### src/rtl/twostage_wdog_pkg.sv
package twostage_wdog_pkg;
   typedef enum logic [1:0] {
      WS_IDLE  = 2'd0,
      WS_FIRST = 2'd1,
      WS_FIRE  = 2'd2
   } wd_state_e;

   localparam int KIND_W = 2;
   localparam int NKINDS = 1 << KIND_W;
endpackage

### src/rtl/twostage_wdog_tap.sv
module twostage_wdog_tap #(
   parameter int TB_W = 32,
   parameter int TAP0 = 16,
   parameter int TAP1 = 20,
   parameter int TAP2 = 24,
   parameter int TAP3 = 28
) (
   input  logic            clk,
   input  logic            rst_n,
   input  logic [TB_W-1:0] tbase,
   input  logic [1:0]      per_sel,
   output logic            tap_rise
);
   localparam int NTAPS = 4;
   localparam int TAPS [NTAPS] = '{TAP0, TAP1, TAP2, TAP3};

   logic [NTAPS-1:0] cand;
   logic             sel_bit;
   logic             prev_q;
   logic             unused_tb;

   for (genvar g = 0; g < NTAPS; g++) begin : g_tap
      if (TAPS[g] < 0 || TAPS[g] >= TB_W) begin : g_bad
         $error("tap position outside the time base");
      end
      assign cand[g] = tbase[TAPS[g]];
   end

   assign unused_tb = ^tbase;
   assign sel_bit   = cand[per_sel];

   // Reset to 1 so that a bit already high at release is not taken as an edge.
   always_ff @(posedge clk) begin
      if (!rst_n) prev_q <= 1'b1;
      else        prev_q <= sel_bit;
   end

   assign tap_rise = sel_bit & ~prev_q;
endmodule

### src/rtl/twostage_wdog_fsm.sv
module twostage_wdog_fsm
   import twostage_wdog_pkg::*;
(
   input  logic      clk,
   input  logic      rst_n,
   input  logic      tap_rise,
   input  logic      stat_clr,
   output wd_state_e state_o
);
   wd_state_e state_q, state_d;

   always_comb begin
      state_d = state_q;
      unique case (state_q)
         WS_IDLE:  if (tap_rise) state_d = WS_FIRST;
         WS_FIRST: begin
            if (stat_clr)      state_d = WS_IDLE;
            else if (tap_rise) state_d = WS_FIRE;
         end
         WS_FIRE:  state_d = WS_IDLE;
         default:  state_d = WS_IDLE;
      endcase
   end

   always_ff @(posedge clk) begin
      if (!rst_n) state_q <= WS_IDLE;
      else        state_q <= state_d;
   end

   assign state_o = state_q;
endmodule

### src/rtl/twostage_wdog_kind.sv
module twostage_wdog_kind
   import twostage_wdog_pkg::*;
#(
   parameter bit LOCK_EN = 1'b1
) (
   input  logic              clk,
   input  logic              rst_n,
   input  logic              kind_wr,
   input  logic [KIND_W-1:0] kind_din,
   input  logic              fire,
   output logic [NKINDS-1:0] req
);
   logic [KIND_W-1:0] kind_q;
   logic              lock_q;

   if (LOCK_EN) begin : g_lock
      always_ff @(posedge clk) begin
         if (!rst_n) begin
            kind_q <= '0;
            lock_q <= 1'b0;
         end else if (kind_wr && !lock_q) begin
            kind_q <= kind_din;
            lock_q <= |kind_din;
         end
      end
   end else begin : g_free
      always_ff @(posedge clk) begin
         if (!rst_n)       kind_q <= '0;
         else if (kind_wr) kind_q <= kind_din;
      end
      assign lock_q = 1'b0;
   end

   assign req[0] = 1'b0;
   for (genvar g = 1; g < NKINDS; g++) begin : g_dec
      assign req[g] = fire && (kind_q == KIND_W'(g));
   end

   AST_KIND_LOCKED: assert property (@(posedge clk) disable iff (!rst_n)
      lock_q |=> $stable(kind_q));
endmodule

### src/rtl/twostage_wdog.sv
module twostage_wdog
   import twostage_wdog_pkg::*;
#(
   parameter int TB_W    = 32,
   parameter int TAP0    = 16,
   parameter int TAP1    = 20,
   parameter int TAP2    = 24,
   parameter int TAP3    = 28,
   parameter bit LOCK_EN = 1'b1
) (
   input  logic            clk,
   input  logic            rst_n,
   input  logic [TB_W-1:0] tbase,
   input  logic [1:0]      per_sel,
   input  logic            kind_wr,
   input  logic [1:0]      kind_din,
   input  logic            stat_clr,
   output logic            crit_irq,
   output logic            wd_stat,
   output logic            rst_core_req,
   output logic            rst_chip_req,
   output logic            rst_sys_req
);
   logic              tap_rise;
   wd_state_e         state;
   logic [NKINDS-1:0] req;
   logic              any_req;

   twostage_wdog_tap #(.TB_W(TB_W), .TAP0(TAP0), .TAP1(TAP1), .TAP2(TAP2), .TAP3(TAP3)) tap_i (
      .clk(clk), .rst_n(rst_n), .tbase(tbase), .per_sel(per_sel), .tap_rise(tap_rise));

   twostage_wdog_fsm fsm_i (
      .clk(clk), .rst_n(rst_n), .tap_rise(tap_rise), .stat_clr(stat_clr), .state_o(state));

   twostage_wdog_kind #(.LOCK_EN(LOCK_EN)) kind_i (
      .clk(clk), .rst_n(rst_n), .kind_wr(kind_wr), .kind_din(kind_din),
      .fire(state == WS_FIRE), .req(req));

   assign crit_irq     = (state == WS_FIRST);
   assign wd_stat      = (state != WS_IDLE);
   assign rst_core_req = req[1];
   assign rst_chip_req = req[2];
   assign rst_sys_req  = req[3];
   assign any_req      = rst_core_req | rst_chip_req | rst_sys_req;

   AST_ARM_ON_RISE: assert property (@(posedge clk) disable iff (!rst_n)
      (!wd_stat && tap_rise) |=> (crit_irq && wd_stat));
   AST_CLEAR_DROPS: assert property (@(posedge clk) disable iff (!rst_n)
      (crit_irq && stat_clr) |=> (!crit_irq && !wd_stat));
   AST_SECOND_FIRES: assert property (@(posedge clk) disable iff (!rst_n)
      (crit_irq && tap_rise && !stat_clr) |=> (!crit_irq && wd_stat));
   AST_FIRE_SHORT: assert property (@(posedge clk) disable iff (!rst_n)
      (wd_stat && !crit_irq) |=> !wd_stat);
   AST_REQ_PULSE: assert property (@(posedge clk) disable iff (!rst_n)
      any_req |=> !any_req);
   AST_ONE_REQ: assert property (@(posedge clk) disable iff (!rst_n)
      $onehot0({rst_core_req, rst_chip_req, rst_sys_req}));
endmodule

### config.mk
export PLATFORM = sky130hd
export DESIGN_NAME = twostage_wdog
export DESIGN_NICKNAME = d
export VERILOG_FILES = /design/src/rtl/twostage_wdog_pkg.sv /design/src/rtl/twostage_wdog_tap.sv /design/src/rtl/twostage_wdog_fsm.sv /design/src/rtl/twostage_wdog_kind.sv /design/src/rtl/twostage_wdog.sv
export SDC_FILE = /design/constraint.sdc
export NUM_CORES = 1
export LEC_CHECK = 0
export CAP_MARGIN = 20
export CORE_AREA = 2 2 39 41
export DETAILED_ROUTE_END_ITERATION = 8
export DIE_AREA = 0 0 41 43
export DONT_BUFFER_PORTS = 1
export SYNTH_ARGS = -nofsm -noshare
export SYNTH_HDL_FRONTEND = slang
export SYNTH_HIERARCHICAL = 1
export SYNTH_SLANG_ARGS = --single-unit
### constraint.sdc
create_clock -name clk -period 2.2 [get_ports clk]
set_clock_uncertainty 0.15 [all_clocks]
set_input_delay 0.11 -clock clk [delete_from_list [all_inputs] [get_ports clk]]
set_output_delay 0.11 -clock clk [all_outputs]
set_load 0.05 [all_outputs]
; After elaboration in Yosys (flattened, before gate mapping)
; Index checks and enable logic that the tools add are counted.
[op_classes]
magnitude_cmp = 1
n_eq_ne = 7
n_reduce_logical = 9
mux = 6
bitwise = 2
[ops]
columns = operator, count
row1 = "== test 2 bit, second input constant", 3
row2 = 2-to-1 mux 2 bit, 3
row3 = "== test 2 x 1 -> 1 bit, second input constant", 2
row4 = logical AND 1 bit, 4
row5 = case mux 2 bit (2 select lines), 1
row6 = "< comparator 2 x 3 -> 1 bit, second input constant", 1
row7 = "inequality test 3 x 2 -> 1 bit, second input constant", 1
row8 = binary-select mux 1 bit (select 2 bit), 1
row9 = logical NOT 2 bit, 1
row10 = "inequality test 2 x 1 -> 1 bit, second input constant", 1
row11 = AND reduction 2 bit, 1
row12 = nonzero test 2 bit, 1
row13 = OR reduction 2 bit, 1
row14 = AND 1 bit, 1
row15 = logical NOT 1 bit, 1
row16 = 2-to-1 mux 1 bit, 1
row17 = NOT 1 bit, 1
[totals]
reg_bits = 6
elab_cells = 29
out_inout_bits = 5
input_bits = 40

; Depth between registers and ports, before layout
; Gate-level depths: netlist of the first run.
[depth]
ltp_word = 6
depth_mapped = 4
depth_no_buf = 4

; By module
; Netlist of the first run, hierarchy kept.
[modules_own_cells]
columns = mod, n_inst, cells_each, area_per_inst_um2
row1 = twostage_wdog_kind, 1, 20, 155.1
row2 = twostage_wdog_fsm, 1, 8, 78.8
row3 = twostage_wdog_tap, 1, 4, 55.1
row4 = twostage_wdog, 1, 3, 18.8

; Worst setup path after synthesis of the first run
; No wires, ideal clock.
[synth_path]
kind = reg2out
start = register fsm_i.state_q[1] (netlist: fsm_i/state_o[1])
end = output rst_chip_req
path_stages_with_launch = 4
path_slack_ns = 0.729
required_ns = 1.940
arrival_time_ns = 1.211
path_buffers = 0
path_cell_list = dfxtp_1 > nor2b_1 > nand2_1 > nor2_1
[synth_between]
elab_chain_cells = 2
[synth_lines]
columns = item, line_no
row1 = from (decl), twostage_wdog_fsm.sv:10  ; wd_state_e state_q, state_d;
row2 = from (signal assigned), twostage_wdog_fsm.sv:27  ; else state_q <= state_d;
row3 = == test 2 bit, twostage_wdog.sv:37  ; .fire(state == WS_FIRE), .req(req));
row4 = logical AND 1 bit, twostage_wdog_kind.sv:36  ; assign req[g] = fire && (kind_q == KIND_W'(g));
row5 = to (decl), twostage_wdog.sv:21  ; output logic rst_chip_req,
; No other way between the ends.

; Worst setup path after layout of the first run
[layout_path]
start = input kind_din[0]
end = register kind_i.lock_q
[layout_between]
elab_chain_cells = 1
[layout_lines]
columns = item, line_no
row1 = from (decl), twostage_wdog.sv:16  ; input logic [1:0] kind_din,
row2 = OR reduction 2 bit, twostage_wdog_kind.sv:23  ; lock_q <= |kind_din;
row3 = to (signal assigned), twostage_wdog_kind.sv:23
row4 = to (decl), twostage_wdog_kind.sv:14  ; logic lock_q;
; No other way between the ends.
; A chain may end at the register's enable or synchronous reset.

==> metrics.md, run 1 <==
| Metric | Value |
|---|---|
| Cell-internal power | `0.202 mW` |
| Gpl congestion | `0.655` |
| I/O Buffers | `0` |
| I/O pin cnt | `45` |
| Achievable Freq | `487 MHz` |
| Worst hold path type | `in2reg` |
| Grt total ovfl | `0` |
| Cell mode on critical path | `dlygate4sd3_1` |
| Part of the cycle the worst path needs | `0.933` |
| Row cnt | `14` |
| Comb power frac | `0.165` |
| TritonRoute pass-1 iters | `3` |
| Initial core utilization | `0.214` |
| Relative slew slack | `0.671` |
| Htree depth | `1` |
| Switching share of power | `0.239` |
| Critical path class | `in2reg` |
| Avg Inst Size Synth | `8.99 um2` |
| RSZ-0062 raised after global routing | `false` |
| Die ar. | `1760 um2` |
| Max cap viols | `0` |
| DR iter-0 viols | `9` |
| CP bufs+invs | `3` |
| Yosys warnings | `6` |
| Commonest cells after routing, fill and taps aside | `dlygate4sd3_1 (8), nand2_1 (7), dfxtp_1 (6)` |
| Min Clock Period, post-route | `2050 ps` |
| Clock share of power | `0.377` |
| Commonest non-fill, non-tap cell in the layout | `dlygate4sd3_1` |
| Sink Count | `6` |
| Setup TNS | `0 ps` |
| Reg power frac | `0.458` |
| CTS root buf | `clkbuf_4` |
| Maximum fanout along the worst path | `2` |
| PostCTS Resize Cnt | `0` |
| DRC | `0` |
| Synth Cell Area | `297 um2` |
| Antenna-violating nets left | `0` |
| Worst-path cell chain | `dlygate4sd3_1, nor3_1, dlygate4sd3_1, nor2_1, dlygate4sd3_1` |
| Critical path arrival | `2030 ps` |
| Hold violation count in the final report | `0` |
| LEAKAGE | `0.188 nW` |
| Core area | `1380 um2` |
| Area grow syn2layout | `48.9%` |
| Chip height | `43 um` |
| Design area | `442 um2` |
| CP Data Required Time | `2180 ps` |
| First-pass GRT wire length | `945 um` |
| CTS tree | `yes` |
| Cells after Synth | `33` |
| Routed length per instance | `9.40 um` |
| Peak supply drop | `348 uV` |
| Slowest stage delay, CP | `590 ps` |
| Total CTS buffers | `3` |
| Status | `completed` |
| Area post-placement | `339 um2` |
| Antenna violations before repair | `0` |
| Slew Limit Fails | `0` |
| WL final | `592 um` |
| Net Sw Power | `0.0632 mW` |
| Final setup viols | `0` |
| Worst setup SP type | `input port` |
| Vias per cell | `4.29` |
| Syn_nets | `73` |
| Clk_lat worst skew | `240 ps` |
| Vias in the first global route | `241` |
| Total Nets Final | `89` |
| Total GRT Usage | `0.0857` |
| Pwr dens | `599 nW/um2` |
| CP delay by family, top | `buffers and inverters` |
| CP max-delay cell | `dlygate4sd3_1` |
| Critical Path Sink Type | `flip-flop` |
| Layout cell share with drive strength beyond 1 | `0.191` |
| Die Width | `41 um` |
| Slew @ Worst Pin | `495 ps` |
| Vias | `270` |
| Worst-case clock buffer depth | `2` |
| Largest net degree at the start of global routing | `8` |
| Antenna cells | `0` |
| Reg clk slew, reported paths | `50 ps` |
-- metrics by stage --
stage / utilization / cells / power (mW) / hold WS, ps / setup WS [ps]
after floorplan: - / 33 / 0.148 / 33.0 / 729
after global placement: 0.245 / 52 / 0.151 / 35.5 / 773
after detailed placement: 0.245 / 52 / 0.152 / 37.5 / 759
after CTS: 0.319 / 63 / 0.269 / 289 / 259
after global routing: 0.319 / 63 / 0.285 / 308 / 91.0
final: 0.319 / 63 / 0.265 / 295 / 147
-- path summary, 6_finish.rpt --
check | start | end | slack [ps] | depth (start not counted)
setup / recovery | kind_din[0] | kind_i/lock_q | 150 | 5
hold / removal | per_sel[1] | fsm_i/state_o[1] | 300 | 4
setup reg to reg | kind_i/lock_q | kind_i/lock_q | 190 | 4
hold reg to reg | fsm_i/state_o[0] | fsm_i/state_o[1] | 340 | 2
-- state kept, by name, indices dropped and copies added (netlist names) --
| register | count |
|---|---|
| kind_i/kind_q | 2 |
| tap_i/prev_q | 1 |
| fsm_i/state_o | 2 |
| kind_i/lock_q | 1 |
-- cell type report --
cell class                      instances  area, um2
Fill cell                             149        942
Multi-Input combinational cell         27        176
Sequential cell                         6        120
Timing Repair Buffer                   11        103
Clock buffer                            3       22.5
Tap cell                               16       20.0
-- power by group through the flow --
stage          Sequential (mW)  Clock (mW)  Combinational, mW
4_1_cts                  0.121       0.104             0.0432
5_1_grt                  0.122       0.116             0.0468
3_3_place_gp             0.123           0             0.0283
2_1_floorplan            0.122           0             0.0258
3_5_place_dp             0.123           0             0.0289
6_report                 0.121      0.0997             0.0437
-- layer usage --
layer / track usage / vias to the layer above / part of all wire
li1: - / 138 / -
met1: 0.0847 / 116 / 0.42
met2: 0.125 / 16 / 0.44
met3: 0.0681 / 0 / 0.14
met4: 0.0400 / 0 / 0
met5: 0 / - / 0
-- what timing repair did --
action                                  CTS  global route
endpoints found under the setup margin    0             0
hold endpoints to repair                  6             0
hold buffers                              8             0
setup buffers                             0             0
-- worst register-to-register path, stage by stage, from the launching register on --
cell,delay [ps]
dfxtp_1,340
nor3_1,220
dlygate4sd3_1,590
nor2_1,50
dlygate4sd3_1,550
(Power assumes the default switching activity.)
==> inputs of run 2 (changes only) <==
Settings changed: CTS_BUF_LIST set to sky130_fd_sc_hd__clkbuf_8, RECOVER_POWER set to 50.
Clock period 2.2 ns to 2.3 ns, I/O delays scaled along.
==> run 2 against run 1 <==
- critical endpoint unchanged
- first-iteration DRC count shrank 67%
- setup slack gained 83 ps
- power grew 16%
- register-to-register slack gained 110 ps
==> metrics.md, run 2 (synthesis gave the netlist of run 1 again) <==
| Metric | Value |
|---|---|
| Commonest non-fill, non-tap cell in the layout | `nand2_1` |
| Max cap viols | `0` |
| Vias | `262` |
| Grt total ovfl | `0` |
| Dpl ws | `854 ps` |
| Initial core utilization | `0.214` |
| Maximum fanout along the worst path | `2` |
| Final setup viols | `0` |
| Worst hold path type | `in2reg` |
| Total Nets Final | `87` |
| Htree depth | `1` |
| Clk_lat worst skew | `220 ps` |
| Layout cell share with drive strength beyond 1 | `0.200` |
| Die ar. | `1760 um2` |
| Worst setup SP type | `input port` |
| Status | `completed` |
| Worst-case clock buffer depth | `2` |
| LEAKAGE | `0.189 nW` |
| I/O pin cnt | `45` |
| Sequential cell area | `120 um2` |
| Antenna cells | `0` |
| Reg clk slew, reported paths | `30 ps` |
| Pwr dens | `699 nW/um2` |
| DRC | `0` |
| Slowest stage delay, CP | `590 ps` |
| I/O Buffers | `0` |
| Critical path class | `in2reg` |
| Worst-path cell chain | `dlygate4sd3_1, nor3_1, dlygate4sd3_1, nor2_1, dlygate4sd3_1` |
| First-pass GRT wire length | `952 um` |
| CP delay by family, top | `buffers and inverters` |
| RSZ-0062 raised after global routing | `false` |
| Routed length per instance | `9.70 um` |
| Vias per cell | `4.30` |
| Design area | `440 um2` |
| Antenna-violating nets left | `0` |
| CP bufs+invs | `3` |
| DR iter-0 viols | `3` |
| Largest net degree at the start of global routing | `8` |
| Die Width | `41 um` |
| Part of the cycle the worst path needs | `0.900` |
| CP max-delay cell | `dlygate4sd3_1` |
| CTS root buf | `clkbuf_8` |
| Inst Count DP | `52` |
| Slew Limit Fails | `0` |
| WL final | `592 um` |
| Area grow syn2layout | `48.5%` |
| Slew @ Worst Pin | `495 ps` |
| Multi-input combinational cell area | `176 um2` |
| Total GRT Usage | `0.0887` |
| PostCTS Resize Cnt | `0` |
| Sink Count | `6` |
| Hold violation count in the final report | `0` |
| Commonest cells after routing, fill and taps aside | `nand2_1 (7), dlygate4sd3_1 (6), dfxtp_1 (6)` |
| TritonRoute pass-1 iters | `2` |
| CP Data Required Time | `2250 ps` |
| Area post-placement | `339 um2` |
| Achievable Freq | `483 MHz` |
| Relative slew slack | `0.671` |
| Core area | `1380 um2` |
| Final cell count without fillers | `61` |
| Total CTS buffers | `3` |
| Filler Cell Count | `154` |
| Vias in the first global route | `248` |
| Cell mode on critical path | `dlygate4sd3_1` |
| Chip height | `43 um` |
| Min Clock Period, post-route | `2070 ps` |
| Antenna violations before repair | `0` |
| Gpl congestion | `0.655` |
| Critical Path Sink Type | `flip-flop` |
| Setup TNS | `0 ps` |
| CTS tree | `yes` |
| Core Util, Final | `0.318` |
| Peak supply drop | `484 uV` |
| Row cnt | `14` |
| Setup ws final | `230 ps` |
| Critical path arrival | `2020 ps` |
-- run 2: changes by cell type in the layout (fill, tap and decap cells not counted), sizes merged --
| cell | before | now |
|---|---|---|
| dlygate4sd3 | 8 | 6 |
-- run 2: per-stage QoR --
| stage | power, mW | hold slack (ps) |
|---|---|---|
| after floorplan | 0.141 | 38.0 |
| after global placement | 0.144 | 40.5 |
| after detailed placement | 0.146 | 42.5 |
| after CTS | 0.313 | 11.6 |
| after global routing | 0.327 | 16.5 |
| final | 0.308 | 17.7 |
-- run 2: layout make-up --
class | instances | area share
clock buffer | 3 | 0.0938
timing repair buffer | 9 | 0.188
tap | 16 | 0.0455
multi-input combinational | 27 | 0.401
sequential | 6 | 0.273
-- run 2: what timing repair did --
item,4_1_cts,5_1_grt
hold buffers,6,0
hold endpoints to repair,6,0
buffers inserted,0,0
-- run 2: worst paths after layout --
check / from / to / slack (ps) / depth (start not counted)
setup / recovery: kind_din[0] / kind_i/lock_q / 230 / 5
hold / removal: kind_wr / kind_i/kind_q[0] / 20 / 2
setup reg to reg: kind_i/lock_q / kind_i/lock_q / 300 / 4
hold reg to reg: fsm_i/state_o[0] / fsm_i/state_o[1] / 340 / 2
-- run 2: metal layers --
metal | routed length [um] | up-vias | track usage
met2 | 255 | 18 | 0.122
met5 | 0 | - | 0
li1 | - | 134 | -
met1 | 241 | 110 | 0.0879
met4 | 0 | 0 | 0.0600
met3 | 95 | 0 | 0.0681
-- run 2: power breakdown --
part           switching [mW]  internal, mW
registers             0.00537         0.111
clock network          0.0409         0.112
logic                  0.0179        0.0205
total                  0.0641         0.244
